`src/rtl/ucs_par_pkg.sv`:
```
package ucs_par_pkg;

   // The word is always split in two halves; a breakpoint needs both.
   localparam int unsigned NHALF          = 2;
   // Each half carries two bytes plus one extra bit.
   localparam int unsigned BYTES_PER_HALF = 2;

   typedef logic [NHALF-1:0] half_vec_t;

   typedef struct packed {
      half_vec_t err;   // sticky single-half failures
      logic      bkpt;  // sticky double failure
   } ucs_stat_t;

endpackage

```
`src/rtl/ucs_wr_pargen.sv`:
```
module ucs_wr_pargen
   import ucs_par_pkg::*;
#(
   parameter int unsigned BYTE_W = 8,
   localparam int unsigned HALF_W = BYTES_PER_HALF * BYTE_W + 1,
   localparam int unsigned SLOT_W = HALF_W + 1,
   localparam int unsigned DATA_W = NHALF * HALF_W,
   localparam int unsigned WORD_W = NHALF * SLOT_W
)(
   input  logic [DATA_W-1:0]               data,
   input  logic [NHALF*BYTES_PER_HALF-1:0] bpar,
   input  logic [NHALF-1:0]                force_bad,
   output logic [WORD_W-1:0]               word
);

   // Per half: the byte parity bits are odd, so their XOR with the extra
   // bit is the XOR of all data bits inverted twice; complementing it gives
   // the odd parity over the whole half. A force flips it once more.
   for (genvar h = 0; h < NHALF; h++) begin : g_half
      logic [HALF_W-1:0] half_data;
      logic              extra_bit;
      logic              par_bit;

      assign half_data = data[h*HALF_W +: HALF_W];
      assign extra_bit = half_data[HALF_W-1];
      assign par_bit   = ~(bpar[h*BYTES_PER_HALF] ^ bpar[h*BYTES_PER_HALF+1] ^ extra_bit)
                         ^ force_bad[h];

      assign word[h*SLOT_W +: SLOT_W] = {par_bit, half_data};
   end

endmodule

```
`src/rtl/ucs_store.sv`:
```
module ucs_store #(
   parameter int unsigned WORD_W = 36,
   parameter int unsigned DEPTH  = 64,
   localparam int unsigned AW    = $clog2(DEPTH)
)(
   input  logic              clk,
   input  logic              wr_en,
   input  logic [AW-1:0]     wr_addr,
   input  logic [WORD_W-1:0] wr_word,
   input  logic [AW-1:0]     rd_addr,
   output logic [WORD_W-1:0] rd_word
);

   logic [WORD_W-1:0] mem [DEPTH];

   always_ff @(posedge clk) begin
      if (wr_en) begin
         mem[wr_addr] <= wr_word;
      end
   end

   // Read is asynchronous; the fetched word is captured by the register stage.
   assign rd_word = mem[rd_addr];

endmodule

```
`src/rtl/ucs_ir_stage.sv`:
```
module ucs_ir_stage
   import ucs_par_pkg::*;
#(
   parameter int unsigned BYTE_W    = 8,
   parameter bit          FREEZE_EN = 1'b1,
   localparam int unsigned HALF_W   = BYTES_PER_HALF * BYTE_W + 1,
   localparam int unsigned SLOT_W   = HALF_W + 1,
   localparam int unsigned DATA_W   = NHALF * HALF_W,
   localparam int unsigned WORD_W   = NHALF * SLOT_W
)(
   input  logic              clk,
   input  logic              rst_n,
   input  logic              t2_strobe,
   input  logic              dbg_set,
   input  logic              dbg_clr,
   input  logic [WORD_W-1:0] rd_word,
   output logic [DATA_W-1:0] ir_data,
   output half_vec_t         live_err,
   output logic              dbg_mode
);

   // Reset value: zero data with the parity bit set in every half.
   function automatic logic [WORD_W-1:0] clean_word();
      logic [WORD_W-1:0] w;
      w = '0;
      for (int h = 0; h < int'(NHALF); h++) begin
         w[h*SLOT_W + HALF_W] = 1'b1;
      end
      return w;
   endfunction

   localparam logic [WORD_W-1:0] IR_RESET = clean_word();

   logic [WORD_W-1:0] ir_q;
   logic              load_ok;

   // Parity ladders over each half of the held word (unbuffered).
   for (genvar h = 0; h < NHALF; h++) begin : g_ladder
      logic [SLOT_W-1:0] slot;
      assign slot        = ir_q[h*SLOT_W +: SLOT_W];
      assign live_err[h] = ~(^slot);
      assign ir_data[h*HALF_W +: HALF_W] = slot[HALF_W-1:0];
   end

   // Variant choice: with the freeze feature present, a mode register gates
   // the load; without it the register always loads on the strobe.
   if (FREEZE_EN) begin : g_freeze
      logic mode_q;

      always_ff @(posedge clk) begin
         if (!rst_n) begin
            mode_q <= 1'b0;
         end else if (dbg_clr) begin
            mode_q <= 1'b0;
         end else if (dbg_set) begin
            mode_q <= 1'b1;
         end
      end

      assign dbg_mode = mode_q;
      assign load_ok  = !(mode_q && (live_err != '0));
   end else begin : g_nofreeze
      logic unused_ctl;
      assign unused_ctl = dbg_set ^ dbg_clr;
      assign dbg_mode   = 1'b0;
      assign load_ok    = 1'b1;
   end

   always_ff @(posedge clk) begin
      if (!rst_n) begin
         ir_q <= IR_RESET;
      end else if (t2_strobe && load_ok) begin
         ir_q <= rd_word;
      end
   end

endmodule

```
`src/rtl/ucs_status.sv`:
```
module ucs_status
   import ucs_par_pkg::*;
(
   input  logic      clk,
   input  logic      rst_n,
   input  logic      t2_strobe,
   input  logic      clr_status,
   input  half_vec_t live_err,
   input  half_vec_t halt_en,
   output ucs_stat_t stat,
   output logic      halt
);

   ucs_stat_t stat_q;
   logic      both_bad;

   assign both_bad = &live_err;

   always_ff @(posedge clk) begin
      if (!rst_n) begin
         stat_q <= '0;
      end else if (clr_status) begin
         stat_q <= '0;
      end else if (t2_strobe) begin
         if (both_bad) begin
            stat_q.bkpt <= 1'b1;
         end else begin
            stat_q.err <= stat_q.err | live_err;
         end
      end
   end

   assign stat = stat_q;
   assign halt = (|(stat_q.err & halt_en)) | (stat_q.bkpt & (|halt_en));

endmodule

```
`src/rtl/ucs_parity_bkpt.sv`:
```
module ucs_parity_bkpt
   import ucs_par_pkg::*;
#(
   parameter int unsigned BYTE_W    = 8,
   parameter int unsigned DEPTH     = 64,
   parameter bit          FREEZE_EN = 1'b1,
   localparam int unsigned AW       = $clog2(DEPTH),
   localparam int unsigned HALF_W   = BYTES_PER_HALF * BYTE_W + 1,
   localparam int unsigned DATA_W   = NHALF * HALF_W,
   localparam int unsigned WORD_W   = NHALF * (HALF_W + 1),
   localparam int unsigned BP_W     = NHALF * BYTES_PER_HALF
)(
   input  logic              clk,
   input  logic              rst_n,
   input  logic              wr_en,
   input  logic [AW-1:0]     wr_addr,
   input  logic [DATA_W-1:0] wr_data,
   input  logic [BP_W-1:0]   wr_bpar,
   input  logic [NHALF-1:0]  wr_force_bad,
   input  logic [AW-1:0]     rd_addr,
   input  logic              t2_strobe,
   input  logic [NHALF-1:0]  halt_en,
   input  logic              clr_status,
   input  logic              dbg_set,
   input  logic              dbg_clr,
   output logic [DATA_W-1:0] ir_data,
   output logic [NHALF-1:0]  live_err,
   output logic [NHALF-1:0]  err_latched,
   output logic              bkpt_latched,
   output logic              halt,
   output logic              dbg_mode
);

   // Elaboration-time parameter checks.
   if (BYTE_W < 1) begin : g_bad_byte
      $error("ucs_parity_bkpt: BYTE_W must be at least 1");
   end
   if (DEPTH < 2) begin : g_bad_depth
      $error("ucs_parity_bkpt: DEPTH must be at least 2");
   end

   logic [WORD_W-1:0] wr_word;
   logic [WORD_W-1:0] rd_word;
   ucs_stat_t         stat;

   ucs_wr_pargen #(.BYTE_W(BYTE_W)) i_pargen (
      .data      (wr_data),
      .bpar      (wr_bpar),
      .force_bad (wr_force_bad),
      .word      (wr_word)
   );

   ucs_store #(.WORD_W(WORD_W), .DEPTH(DEPTH)) i_store (
      .clk     (clk),
      .wr_en   (wr_en),
      .wr_addr (wr_addr),
      .wr_word (wr_word),
      .rd_addr (rd_addr),
      .rd_word (rd_word)
   );

   ucs_ir_stage #(.BYTE_W(BYTE_W), .FREEZE_EN(FREEZE_EN)) i_ir (
      .clk       (clk),
      .rst_n     (rst_n),
      .t2_strobe (t2_strobe),
      .dbg_set   (dbg_set),
      .dbg_clr   (dbg_clr),
      .rd_word   (rd_word),
      .ir_data   (ir_data),
      .live_err  (live_err),
      .dbg_mode  (dbg_mode)
   );

   ucs_status i_status (
      .clk        (clk),
      .rst_n      (rst_n),
      .t2_strobe  (t2_strobe),
      .clr_status (clr_status),
      .live_err   (live_err),
      .halt_en    (halt_en),
      .stat       (stat),
      .halt       (halt)
   );

   assign err_latched  = stat.err;
   assign bkpt_latched = stat.bkpt;

endmodule

```
`config.mk`:
```
export PLATFORM = sky130hd
export DESIGN_NAME = ucs_parity_bkpt
export DESIGN_NICKNAME = d
export VERILOG_FILES = /design/src/rtl/ucs_par_pkg.sv /design/src/rtl/ucs_wr_pargen.sv /design/src/rtl/ucs_store.sv /design/src/rtl/ucs_ir_stage.sv /design/src/rtl/ucs_status.sv /design/src/rtl/ucs_parity_bkpt.sv
export SDC_FILE = /design/constraint.sdc
export NUM_CORES = 2
export LEC_CHECK = 0
export BUFFER_PORTS_ARGS = -buffer_cell sky130_fd_sc_hd__buf_2
export CORE_MARGIN = 1.5
export CORE_UTILIZATION = 63
export DETAILED_ROUTE_END_ITERATION = 8
export PLACE_DENSITY_LB_ADDON = 0.15
export SYNTH_ARGS = -nofsm -noshare
export SYNTH_HDL_FRONTEND = slang
export SYNTH_HIERARCHICAL = 1
export SYNTH_SLANG_ARGS = --single-unit
```
`constraint.sdc`:
```
create_clock -name clk -period 10.4 [get_ports clk]
set_input_delay 1.56 -clock clk [delete_from_list [all_inputs] [get_ports clk]]
set_output_delay 1.56 -clock clk [all_outputs]
set_load 0.01 [all_outputs]
```
==> results.md <==
- Total power: 20,500 µW
- Reg power frac: 51.9%
- DRT iter0 DRCs: 6,349
- Commonest non-fill, non-tap cell in the layout: edfxtp_1
- Start-to-end type of the worst setup path: reg -> out
- Power Dens Cells: 206 nW/µm²
- Die width: 381 µm
- Worst-case headroom to the max-slew limit: 7.37%
- Fillers: 8,331
- Crit start category: flip-flop
- Starting density of the core: 63.5%
- Die area: 145,000 µm²
- Largest net degree at the start of global routing: 116
- P_leak: 0.0312 µW
- Final Cycle Share: 48.5%
- YS warnings: 6
- Share of layout cells above drive strength 1: 27.4%
- Clock-pin slew on the worst setup and hold paths: 0.06 ns
- Peak Freq: 0.198 GHz
- Worst-Skew Late Latency: 0.84 ns
- Min Tclk post-route: 5.05 ns
- Clock power frac: 38.8%
- Final Hold Violating Endpoints: 0
- Vias post-DR: 44,085
- Syn-to-layout area delta: 11.2%
- Synth area leaders: edfxtp_1, mux4_2, mux2i_1
- Primary FF master, synth: edfxtp_1
- Port bufs: 101
- DPL Wire Length: 115,000 µm
- Layout Skew: 0.0251 ns
- Most frequent CP cell: xnor2_1
- Met2 routed WL: 107,000 µm
- DRT met1 WL: 85,200 µm
- Crit end category: output pin
- Max Cap Violations: 0
- CP bufs+invs: 1
- Pre-antenna DRT Iters: 9
- Residual DRC: 0
- Routed vias/inst: 7.01
- Most frequent cells in the layout: edfxtp_1, mux4_2, clkbuf_16, buf_4, o22ai_1
- Die Ht: 381 µm
- Core area: 142,000 µm²
- CTS tree: done
- Cts-stage hold buffer count: 0
- #FFs+latches synth: 2,344
- Sw power: 4720 µW
- Clock sink count: 2,344
- Post-Route Setup TNS: 0 ns
- Postcts setup bufs: 0
- Status: finished clean
- VDD IR max: 0.000255 V
- Nets@finish: 4,260
- Final Wtd Congestion: 0.794
- Sw Ratio: 23.0%
- Post-route ant nets: 0
- Yosys top cell by area: edfxtp_1
- First-pass GRT wire length: 321,000 µm
- Post-Synthesis Cells: 4,031
- CP delay by family, top: XOR/XNOR gates
- Root buffer cell: clkbuf_16
- Synth Area per Inst: 22.3 µm²
- Post-synth top area share: 77.0%
- DRT Wirelength: 227,000 µm
- Post-synth ARST share: 0%
- Gate power share: 9.3%
- Vias in the first global route: 43,499
- Cell Rows: 138
- Initial antenna violation count: 15
- RSZ-0062 raised after global routing: false
- Slowest cell on the critical path: xnor2_1
- WL met3: 26,500 µm
- Critical Path AT: 3.49 ns
- Syn nets: 4,092
- Mapped cell area: 89,800 µm²
- Pins Over Slew Limit: 0
- Hold Crit Class: reg -> reg
- Final setup vio count: 0
- Post-cts resize count: 0
- Largest fanout on the critical path: 5
- Int Pwr: 15,800 µW
- Maximum clock path buffer count: 3
- CTS buffer count: 222
- Worst EP required: 8.84 ns
- GRT Total Usage: 31.7%
- Post-synth EDFFs: 2,304
- Largest stage delay, worst path: 0.86 ns
- H-tree depth: 4
- Worst-Margin Slew: 1.38 ns
- Yosys cell types: 48
- Remaining Overflow, GRT: 0
- # IOs: 102
- Post-synthesis sequential area ratio: 77.9%
- Top routing layer in use: met5
- Avg WL per Cell: 36.1 µm
- CP Cell Sequence: xor2_1 > xnor2_1 > xnor3_1 > xnor2_1 > buf_2
## final timing paths
path / start / to / slack [ns] / cells past startpoint
max: i_ir/ir_q[23] / live_err[1] / 5.35 / 5
min: i_status/stat[2] / i_status/stat[2] / 0.48 / 2
max reg2reg: i_ir/ir_q[23] / i_ir/ir_q[26] / 6.95 / 7
min reg2reg: i_status/stat[2] / i_status/stat[2] / 0.48 / 2
## registers in the layout, summed over array words and instances, names as in the netlist
register / flops
i_store/mem: 2304
i_ir/ir_q: 36
i_ir/dbg_mode: 1
i_status/stat: 3
## power by group through the flow
stage                     Clock (µW)  Sequential [µW]  Combinational (µW)
final                           7970            10700                1900
after global routing            8380            10700                1980
after CTS                       8050            10700                1880
after detailed placement           0            10900                1880
after global placement             0            10900                1850
after floorplan                    0            10800                1280
## cells by family after synthesis
family / Yosys count / share of synthesized area [%]
xor gates and xnor gates: 37 / 0.408
AOI/OAI and AO/OA: 322 / 2.60
muxes: 670 / 15.2
buffers and inverters: 298 / 1.97
and+or+nand+nor: 360 / 1.91
DFF: 2344 / 77.9
## tightest hold or removal path, stage by stage (launching register included)
cell and delay (ns):
dfxtp_1 0.32, inv_1 0.05, a21oi_1 0.06
## metal layers
metal  vias to the layer above  track usage, %
li1                      17368               -
met1                     23411            47.0
met2                      2865            48.5
met3                       435            6.04
met4                         6            11.0
met5                         -          0.0331
## cell usage after synthesis, types with 3 or more instances
master,count
nor3_1,3
a22oi_1,77
and4_1,5
nand3_1,45
nor2_1,104
nor4_1,26
buf_2,49
mux2_2,7
and3_1,8
mux4_2,556
buf_1,22
nand2b_1,12
o22a_1,23
dlygate4sd1_1,6
nand3b_1,4
buf_4,114
mux2i_1,107
o211ai_1,7
and2_1,4
dfxtp_1,40
a31oi_1,8
xor2_1,3
nand2_1,98
a211oi_1,42
o221ai_1,34
buf_6,11
xnor2_1,31
buf_12,3
nor2b_1,40
inv_1,4
edfxtp_1,2304
o22ai_1,123
clkbuf_1,89
## cell type report
| type | instances | area, µm² | area share [%] |
|---|---|---|---|
| sequential | 2344 | 70000 | 70.1 |
| multi-input combinational | 1389 | 18600 | 18.6 |
| clock buffer | 292 | 6140 | 6.14 |
| tap | 1890 | 2360 | 2.37 |
| timing repair buffer | 238 | 1660 | 1.67 |
| clock inverter | 124 | 1060 | 1.06 |
| inverter | 4 | 15.0 | 0.0150 |
| antenna | 6 | 15.0 | 0.0150 |
## metrics by stage
step | setup WS (ns) | cells | utilization (%) | cell area [µm²] | hold WS (ns)
2_1_floorplan | 5.40 | 4031 | - | 89800 | 0.460
3_3_place_gp | 4.74 | 5865 | 65.4 | 92600 | 0.450
3_5_place_dp | 4.71 | 5865 | 65.4 | 92600 | 0.466
4_1_cts | 5.33 | 6281 | 70.5 | 99800 | 0.476
5_1_grt | 5.28 | 6283 | 70.5 | 99800 | 0.502
6_report | 5.35 | 6287 | 70.5 | 99900 | 0.478
Power figures use the tool's default switching activity.
